[src/rtl/flashq_pkg.sv]
package flashq_pkg;

    localparam int BANK_W   = 4;
    localparam int OFS_W    = 16;
    localparam int DATA_W   = 16;
    localparam int ADDR_W   = BANK_W + OFS_W;
    localparam int MATCH_W  = 12;
    localparam int TAB_LO   = 16;
    localparam int TAB_HI   = 38;
    localparam int TAB_N    = TAB_HI - TAB_LO + 1;

    localparam logic [MATCH_W-1:0] ENTRY_OFS   = 12'h555;
    localparam logic [7:0]         OP_ENTER    = 8'h98;
    localparam logic [7:0]         OP_LEAVE    = 8'hF0;
    localparam logic [DATA_W-1:0]  BAD_WORD    = '0;

    typedef enum logic {
        MODE_ARRAY = 1'b0,
        MODE_QUERY = 1'b1
    } mode_e;

    typedef struct packed {
        mode_e              mode;
        logic [BANK_W-1:0]  bank;
    } mode_s;

    typedef struct packed {
        logic               hit;
        logic [DATA_W-1:0]  word;
    } tab_s;

    function automatic tab_s id_lookup(input logic [OFS_W-1:0] ofs);
        tab_s r;
        r.hit  = (ofs >= OFS_W'(TAB_LO)) && (ofs <= OFS_W'(TAB_HI));
        r.word = BAD_WORD;
        case (ofs)
            16'h0010: r.word = 16'h0051;
            16'h0011: r.word = 16'h0052;
            16'h0012: r.word = 16'h0059;
            16'h0013: r.word = 16'h0002;
            16'h0015: r.word = 16'h0040;
            16'h001B: r.word = 16'h0017;
            16'h001C: r.word = 16'h0019;
            16'h001F: r.word = 16'h0006;
            16'h0020: r.word = 16'h0009;
            16'h0021: r.word = 16'h000A;
            16'h0023: r.word = 16'h0004;
            16'h0024: r.word = 16'h0004;
            16'h0025: r.word = 16'h0003;
            default:  r.word = BAD_WORD;
        endcase
        return r;
    endfunction

endpackage

[src/rtl/flashq_mode_ctl.sv]
module flashq_mode_ctl
    import flashq_pkg::*;
(
    input  logic               clk_i,
    input  logic               rst_i,
    input  logic               wr_i,
    input  logic [BANK_W-1:0]  bank_i,
    input  logic [OFS_W-1:0]   ofs_i,
    input  logic [DATA_W-1:0]  wdata_i,
    output mode_s              state_o
);

    mode_s state_q;
    mode_s state_d;
    logic  is_entry;
    logic  is_leave;
    logic  own_bank;

    assign is_entry = (ofs_i[MATCH_W-1:0] == ENTRY_OFS) && (wdata_i[7:0] == OP_ENTER);
    assign is_leave = (wdata_i[7:0] == OP_LEAVE);
    assign own_bank = (bank_i == state_q.bank);

    always_comb begin
        state_d = state_q;
        if (wr_i) begin
            unique case (state_q.mode)
                MODE_ARRAY: if (is_entry) begin
                    state_d.mode = MODE_QUERY;
                    state_d.bank = bank_i;
                end
                MODE_QUERY: if (own_bank && is_leave) begin
                    state_d.mode = MODE_ARRAY;
                    state_d.bank = '0;
                end
                default: state_d = state_q;
            endcase
        end
    end

    always_ff @(posedge clk_i) begin
        if (rst_i) begin
            state_q.mode <= MODE_ARRAY;
            state_q.bank <= '0;
        end else begin
            state_q <= state_d;
        end
    end

    assign state_o = state_q;


    a_r1_entry: assert property (@(posedge clk_i) disable iff (rst_i)
        (wr_i && state_q.mode == MODE_ARRAY && ofs_i[MATCH_W-1:0] == 12'h555 && wdata_i[7:0] == 8'h98)
        |=> (state_q.mode == MODE_QUERY && state_q.bank == $past(bank_i)));


    a_r6_foreign_write: assert property (@(posedge clk_i) disable iff (rst_i)
        (wr_i && state_q.mode == MODE_QUERY && bank_i != state_q.bank)
        |=> (state_q.mode == MODE_QUERY && $stable(state_q.bank)));


    a_r7_leave: assert property (@(posedge clk_i) disable iff (rst_i)
        (wr_i && state_q.mode == MODE_QUERY && bank_i == state_q.bank && wdata_i[7:0] == 8'hF0)
        |=> (state_q.mode == MODE_ARRAY && state_q.bank == '0));


    a_r8_ignore: assert property (@(posedge clk_i) disable iff (rst_i)
        (wr_i && state_q.mode == MODE_QUERY && wdata_i[7:0] != 8'hF0)
        |=> (state_q.mode == MODE_QUERY && $stable(state_q.bank)));

endmodule

[src/rtl/flashq_rd_path.sv]
module flashq_rd_path
    import flashq_pkg::*;
(
    input  logic               clk_i,
    input  logic               rst_i,
    input  logic               rd_i,
    input  logic [BANK_W-1:0]  bank_i,
    input  logic [OFS_W-1:0]   ofs_i,
    input  mode_s              state_i,
    input  logic [DATA_W-1:0]  arr_rdata_i,
    output logic               arr_rd_o,
    output logic [DATA_W-1:0]  rdata_o,
    output logic               rvalid_o
);

    logic              q_hit;
    tab_s              tab;
    logic [DATA_W-1:0] rdata_d;

    assign q_hit    = (state_i.mode == MODE_QUERY) && (bank_i == state_i.bank);
    assign arr_rd_o = rd_i && !q_hit;
    assign tab      = id_lookup(ofs_i);

    always_comb begin
        if (q_hit) rdata_d = tab.hit ? tab.word : BAD_WORD;
        else       rdata_d = arr_rdata_i;
    end

    always_ff @(posedge clk_i) begin
        if (rst_i) begin
            rdata_o  <= '0;
            rvalid_o <= 1'b0;
        end else begin
            rvalid_o <= rd_i;
            if (rd_i) rdata_o <= rdata_d;
        end
    end


    a_r10_latency: assert property (@(posedge clk_i) disable iff (rst_i)
        rd_i |=> rvalid_o);
    a_r10_no_spurious: assert property (@(posedge clk_i) disable iff (rst_i)
        !rd_i |=> !rvalid_o);


    a_r4_invalid: assert property (@(posedge clk_i) disable iff (rst_i)
        (rd_i && state_i.mode == MODE_QUERY && bank_i == state_i.bank
         && (ofs_i < 16'h0010 || ofs_i > 16'h0026))
        |=> (rdata_o == 16'h0000));


    a_r5_array_data: assert property (@(posedge clk_i) disable iff (rst_i)
        arr_rd_o |=> (rdata_o == $past(arr_rdata_i)));

endmodule

[src/rtl/flashq_cmd_top.sv]
module flashq_cmd_top
    import flashq_pkg::*;
(
    input  logic               clk_i,
    input  logic               rst_i,
    input  logic               wr_i,
    input  logic               rd_i,
    input  logic [ADDR_W-1:0]  addr_i,
    input  logic [DATA_W-1:0]  wdata_i,
    output logic [DATA_W-1:0]  rdata_o,
    output logic               rvalid_o,
    output logic               arr_rd_o,
    output logic [ADDR_W-1:0]  arr_addr_o,
    input  logic [DATA_W-1:0]  arr_rdata_i,
    output logic               qry_active_o,
    output logic [BANK_W-1:0]  qry_bank_o
);

    logic [BANK_W-1:0] bank;
    logic [OFS_W-1:0]  ofs;
    mode_s             state;

    assign bank = addr_i[ADDR_W-1:OFS_W];
    assign ofs  = addr_i[OFS_W-1:0];

    flashq_mode_ctl u_mode (
        .clk_i   (clk_i),
        .rst_i   (rst_i),
        .wr_i    (wr_i),
        .bank_i  (bank),
        .ofs_i   (ofs),
        .wdata_i (wdata_i),
        .state_o (state)
    );

    flashq_rd_path u_rd (
        .clk_i       (clk_i),
        .rst_i       (rst_i),
        .rd_i        (rd_i),
        .bank_i      (bank),
        .ofs_i       (ofs),
        .state_i     (state),
        .arr_rdata_i (arr_rdata_i),
        .arr_rd_o    (arr_rd_o),
        .rdata_o     (rdata_o),
        .rvalid_o    (rvalid_o)
    );

    assign arr_addr_o   = addr_i;
    assign qry_active_o = (state.mode == MODE_QUERY);
    assign qry_bank_o   = state.bank;


    a_r5_no_array_in_query_bank: assert property (@(posedge clk_i) disable iff (rst_i)
        (rd_i && qry_active_o && addr_i[ADDR_W-1:OFS_W] == qry_bank_o) |-> !arr_rd_o);


    a_r9_reset_state: assert property (@(posedge clk_i)
        rst_i |=> (!qry_active_o && qry_bank_o == '0 && !rvalid_o));

endmodule

[config.mk]
export PLATFORM = sky130hd
export DESIGN_NAME = flashq_cmd_top
export DESIGN_NICKNAME = d
export VERILOG_FILES = /design/src/rtl/flashq_pkg.sv /design/src/rtl/flashq_mode_ctl.sv /design/src/rtl/flashq_rd_path.sv /design/src/rtl/flashq_cmd_top.sv
export SDC_FILE = /design/constraint.sdc
export NUM_CORES = 1
export LEC_CHECK = 0
export BUFFER_PORTS_ARGS = -buffer_cell sky130_fd_sc_hd__buf_4
export CAP_MARGIN = 20
export CORE_MARGIN = 10
export CORE_UTILIZATION = 42
export CTS_BUF_LIST = sky130_fd_sc_hd__clkbuf_8
export CTS_CLUSTER_DIAMETER = 150
export DETAILED_ROUTE_END_ITERATION = 8
export PLACE_DENSITY = 0.82
export SKIP_CTS_REPAIR_TIMING = 1
export SYNTH_ARGS = -nofsm -noshare
export SYNTH_HDL_FRONTEND = slang
export SYNTH_HIERARCHICAL = 1
export SYNTH_SLANG_ARGS = --single-unit
[constraint.sdc]
create_clock -name clk_i -period 2 [get_ports clk_i]
set_input_delay 0.1 -clock clk_i [delete_from_list [all_inputs] [get_ports clk_i]]
set_output_delay 0.1 -clock clk_i [all_outputs]
set_load 0.02 [all_outputs]
==> results of run 1 <==
registers in the layout (all words and copies together) (netlist names):
signal / cells
u_mode/state_o: 5
u_rd/rdata_o: 16
u_rd/rvalid_o: 1
cells by family after synthesis:
family,Yosys count
XOR/XNOR,9
flip-flops,22
buffers and inverters,33
AND/OR/NAND/NOR,50
AO/OA/AOI/OAI,45
cells in the final DEF (no fill, tap or decap), drive strengths merged, types with 2 or more instances in the layout:
cell type,instances
o21a,3
nor4b,3
o211ai,10
nor3,4
nor2,6
nand3,2
buf,92
a22o,10
nand4,2
dfxtp,22
inv,7
nor2b,3
nand2,11
xnor2,3
or4,2
or2,2
a21oi,7
o21ai,7
xor2,6
clkbuf,3
nand2b,2
nand3b,2
a31oi,2
cell type report:
cell class | instances | area (sq um)
sequential | 22 | 440
clock buffer | 3 | 41.3
timing repair buffer | 92 | 691
tap | 44 | 55.1
multi-input combinational | 104 | 766
inverter | 7 | 26.3
fill | 268 | 1080
clock inverter | 1 | 30.0
layer usage:
layer | routed length (microns) | global-route usage (%) | up-vias
li1 | - | - | 704
met1 | 1800 | 16.4 | 621
met2 | 2340 | 25.6 | 50
met3 | 323 | 4.84 | 4
met4 | 32 | 3.28 | 0
met5 | 0 | 0 | -
power groups by stage:
stage	clock [W]	combinational (W)	sequential, W
floorplan	0	0.000140	0.000502
CTS	0.000439	0.000307	0.000468
global route	0.000458	0.000329	0.000471
detailed placement	0	0.000306	0.000478
global placement	0	0.000301	0.000478
finish	0.000434	0.000304	0.000468
per-stage QoR:
step / total power, W / worst slack, ps / instance area, sq um
3_3_place_gp: 0.000779 / 332 / 1980
2_1_floorplan: 0.000642 / 304 / 1410
3_5_place_dp: 0.000784 / 279 / 1980
6_report: 0.00121 / 243 / 2050
4_1_cts: 0.00121 / 239 / 2050
5_1_grt: 0.00126 / 81.8 / 2050
path summary, 6_finish.rpt:
kind                                        start               to  slack (ps)  cells after the start
worst max register to register  u_mode/state_o[2]  u_rd/rdata_o[6]         240                      4
worst min-delay path               arr_rdata_i[8]  u_rd/rdata_o[8]          40                      2
worst min register to register    u_rd/rdata_o[3]  u_rd/rdata_o[3]         480                      2
worst max-delay path            u_mode/state_o[2]  u_rd/rdata_o[6]         240                      4
==> flow_summary.ini, run 1 <==
[run_status]
status = finished clean

[pwr]
vdd.ir_drop.worst_mv = 0.278
power.leakage_nw = 0.918
switchingPower_w = 0.000329
p_clk_share_pct = 36.0
combPwrFrac_pct = 25.2
power_density_nw_per_um2 = 588
p_seq_share_pct = 38.8
p_int_w = 0.000877
swShare_pct = 27.3

[timing]
finalClockSkew_ps = 8.71
fmax_mhz = 569
hold_viol = 0
min_period_ps = 1760
holdWs_ps = 41.7
relSlewSlack_pct = 55.8
finalSetupTns_ps = 0
slew_violations = 0
rsz0062_at_grt = no
setup_viol = 0
worst_slew_pin_slew_ps = 661
finalCritPeriodShare_pct = 87.8

[synthesis]
synth-edff-count = 0
synth_top_family_by_area = compound AO/OA/AOI/OAI gates
ys_ff_latch = 22
syn_nets = 215
synthArstFlopShare_pct = 0
syn-mean-instance-area_sq_um = 8.84
synthFlopType = dfxtp_1
netlist.top_cell.by_area = dfxtp_1
synth.most_common_cell = dfxtp_1
yosysWarnings = 6
synthSimpleGateAreaFrac_pct = 23.5
ys_top_cells_by_count = 22 x dfxtp_1, 20 x buf_4, 11 x nand2_1, 10 x a22o_1
synthXorXnorAreaFrac_pct = 5.60
syn_inst = 159
yosys-top-cells-area = dfxtp_1 31%, buf_4 11%, a22o_1 6.2%, xor2_1 3.7%, o211ai_2 3.6%
synth_compound_area_share_pct = 25.4
synth_mux_area_share_pct = 0
syn_area_sq_um = 1410
ys_types = 46
synth-seq-area-share_pct = 31.3
netlist.area_leader.share_pct = 31.3
synth_fa_ha_area_share_pct = 0

[cts]
worstSkewPairLatency_ps = 270
root_buffer = clkbuf_8
clk_pin_slew_ps = 90
cts_buffer_depth = 2
clkSinkCount = 22
numCtsBuffers = 3
cts_tree = done
ctsHtreeMaxLevel = 1

[run]
drv_cap = 0

[floorplan]
die-area_sq_um = 6060
start_util_pct = 45.0
coreArea_sq_um = 3130
die_h_microns = 77.9
ios = 99
num_rows = 20
die_x_microns = 77.9

[drt]
drt-pass1-iter-count = 4
wirelength_mm = 4.49
viasPerCell = 5.05
drc = 0
vias = 1379
ant_nets = 0
wl_per_cell_microns = 16.5
drt_iter0_drc = 107

[placed_design]
place.port_buffers = 90
dp_cells = 269
place_congestion = 0.814
dpl.hpwl_mm = 3.72

[global_route]
antenna_found_initial = 0
track_usage_pct = 14.5
grt_remaining_overflow = 0
grt_pass1_wl_mm = 7.20
grt_max_degree = 15
grt_pass1_vias = 1437

[final_layout]
final_core_util_pct = 65.5
finalNonFillerCells = 273
drive_above_1_share_pct = 48.5
syn_to_final_growth_pct = 45.7
nets = 286
antenna_cells = 0

[setup_path]
crit_slowest_cell = xor2_1
critPathMaxFanout = 8
arrival_ps = 1930
path_class = reg -> reg
startpoint_type = flop
cp_top_family = XOR/XNOR gates
cp_cell_sequence = xor2_1, nor4_4, and3_2, a221o_2
setup.worst_path.end_class = flop
slowest_delay_ps = 570
crit_buf_inv = 0
crit_required_ps = 2170

[hold_path]
holdCritPathClass = in -> reg
No activity file was read; power rests on OpenSTA's default activity.
==> run 2, diff against run 1 <==
Settings changed: ABC_CLOCK_PERIOD_IN_PS from default to 2000, CORE_MARGIN 10 to 2.
==> run 2 against run 1 <==
Against the previous run:
- first-iteration DRC count shrank 36%
- global-route usage is 4.0 points higher
- worst hold slack improved by 10 ps
- sequential share of layout area hardly changed
- sequential power about the same
- sequential cell count is the same
- cell count grew 0.73%
- die area shrank 37%
- combinational power hardly changed
- clock skew down 3.5 ps
- utilization down 3.0 points
==> flow_summary.ini, run 2 (synthesized netlist as in run 1, its figures left out) <==
[run_status]
status = finished clean

[pwr]
vdd.ir_drop.worst_mv = 0.432
p_int_w = 0.000876
switchingPower_w = 0.000299
power_density_nw_per_um2 = 573
combPwrFrac_pct = 25.7
power.leakage_nw = 0.918
p_clk_share_pct = 34.4
p_seq_share_pct = 39.9
swShare_pct = 25.4

[final_layout]
stdcell_area_sq_um = 2050
multi_input_area_sq_um = 766
largest_register = u_rd/rdata_o
antenna_cells = 0
most-common-layout-cells = 92 x buf_4, 22 x dfxtp_1, 11 x nand2_1
nFillCells = 297
final_common_cell = buf_4
largest_reg_flops = 16
nets = 286
register_area_sq_um = 440
drive_above_1_share_pct = 48.5
syn_to_final_growth_pct = 45.9

[global_route]
antenna_found_initial = 0
grt_remaining_overflow = 0
grt_pass1_vias = 1192
grt_max_degree = 15
grt_pass1_wl_mm = 5.31
track_usage_pct = 18.5

[timing]
setup_viol = 0
fmax_mhz = 567
relSlewSlack_pct = 54.8
min_period_ps = 1760
finalSetupTns_ps = 0
worst_slew_pin_slew_ps = 676
hold_viol = 0
slew_violations = 0
finalClockSkew_ps = 5.21
finalCritPeriodShare_pct = 88.2
rsz0062_at_grt = no

[placed_design]
placed_area_sq_um = 1980
dpl.hpwl_mm = 2.98
place_congestion = 0.737
place.port_buffers = 90

[floorplan]
die_h_microns = 61.9
coreArea_sq_um = 3280
start_util_pct = 42.8
die-area_sq_um = 3830
num_rows = 21
die_x_microns = 61.9
ios = 99

[setup_path]
crit_required_ps = 2190
arrival_ps = 1960
startpoint_type = flop
path_class = reg -> reg
slowest_delay_ps = 570
critPathMaxFanout = 11
setup.worst_path.end_class = flop
crit_slowest_cell = xor2_1
cp_top_family = compound AO/OA/AOI/OAI gates
crit_buf_inv = 0
cp_cell_sequence = xor2_1, o21a_1, a22o_1

[drt]
drc = 0
ant_nets = 0
drt-pass1-iter-count = 4
wl_per_cell_microns = 13.6
drt_iter0_drc = 68
wirelength_mm = 3.74
viasPerCell = 5.04
vias = 1387

[run]
drv_cap = 0

[hold_path]
holdCritPathClass = in -> reg

[cts]
ctsHtreeMaxLevel = 1
numCtsBuffers = 3
root_buffer = clkbuf_8
clkSinkCount = 22
worstSkewPairLatency_ps = 260
cts_tree = done
cts_buffer_depth = 2
clk_pin_slew_ps = 80
-- run 2: cell counts in the layout (fill, tap and decap cells not counted) --
No cell type changed its count.
-- run 2: final timing paths --
check / start / endpoint / slack, ps / cells past startpoint
max: u_mode/state_o[2] / u_rd/rdata_o[11] / 240 / 3
min: arr_rdata_i[14] / u_rd/rdata_o[14] / 50 / 2
max reg2reg: u_mode/state_o[2] / u_rd/rdata_o[11] / 240 / 3
min reg2reg: u_rd/rdata_o[3] / u_rd/rdata_o[3] / 470 / 2
-- run 2: per-layer routing --
metal / vias up / wire [microns] / GRT usage, %
met3: 0 / 223 / 5.80
met2: 42 / 1980 / 33.7
met5: - / 0 / 0
li1: 703 / - / -
met1: 642 / 1540 / 22.1
met4: 0 / 0 / 1.82
-- run 2: power by group through the flow --
stage                     logic (W)  clock network, W  registers (W)
after floorplan            0.000140                 0       0.000502
after global placement     0.000297                 0       0.000478
after detailed placement   0.000302                 0       0.000479
after CTS                  0.000303          0.000413       0.000469
after global routing       0.000323          0.000434       0.000471
final                      0.000302          0.000404       0.000469
-- run 2: stage by stage --
stage          util, %  hold WS [ps]  setup slack (ps)  std cells  power (W)
2_1_floorplan        -           209               304        159   0.000642
3_3_place_gp      60.3           315               294        271   0.000774
3_5_place_dp      60.3           319               267        271   0.000780
4_1_cts           62.5          46.8               255        275    0.00118
5_1_grt           62.5          41.9               123        275    0.00123
6_report          62.5          51.8               236        275    0.00117
-- run 2: worst register-to-register path: cells and delay by family (launching register included) --
| kind | cells | cell delay [ps] |
|---|---|---|
| compound gates | 2 | 740 |
| flops | 1 | 400 |
| xor+xnor | 1 | 570 |
-- run 2: final cells by class --
type | count | area share [%]
inverters | 7 | 1.28
clock buffers | 3 | 2.01
multi-input cells | 104 | 37.3
flip-flops and latches | 22 | 21.5
repair buffers | 92 | 33.7
clock inverters | 1 | 1.46
well taps | 46 | 2.80
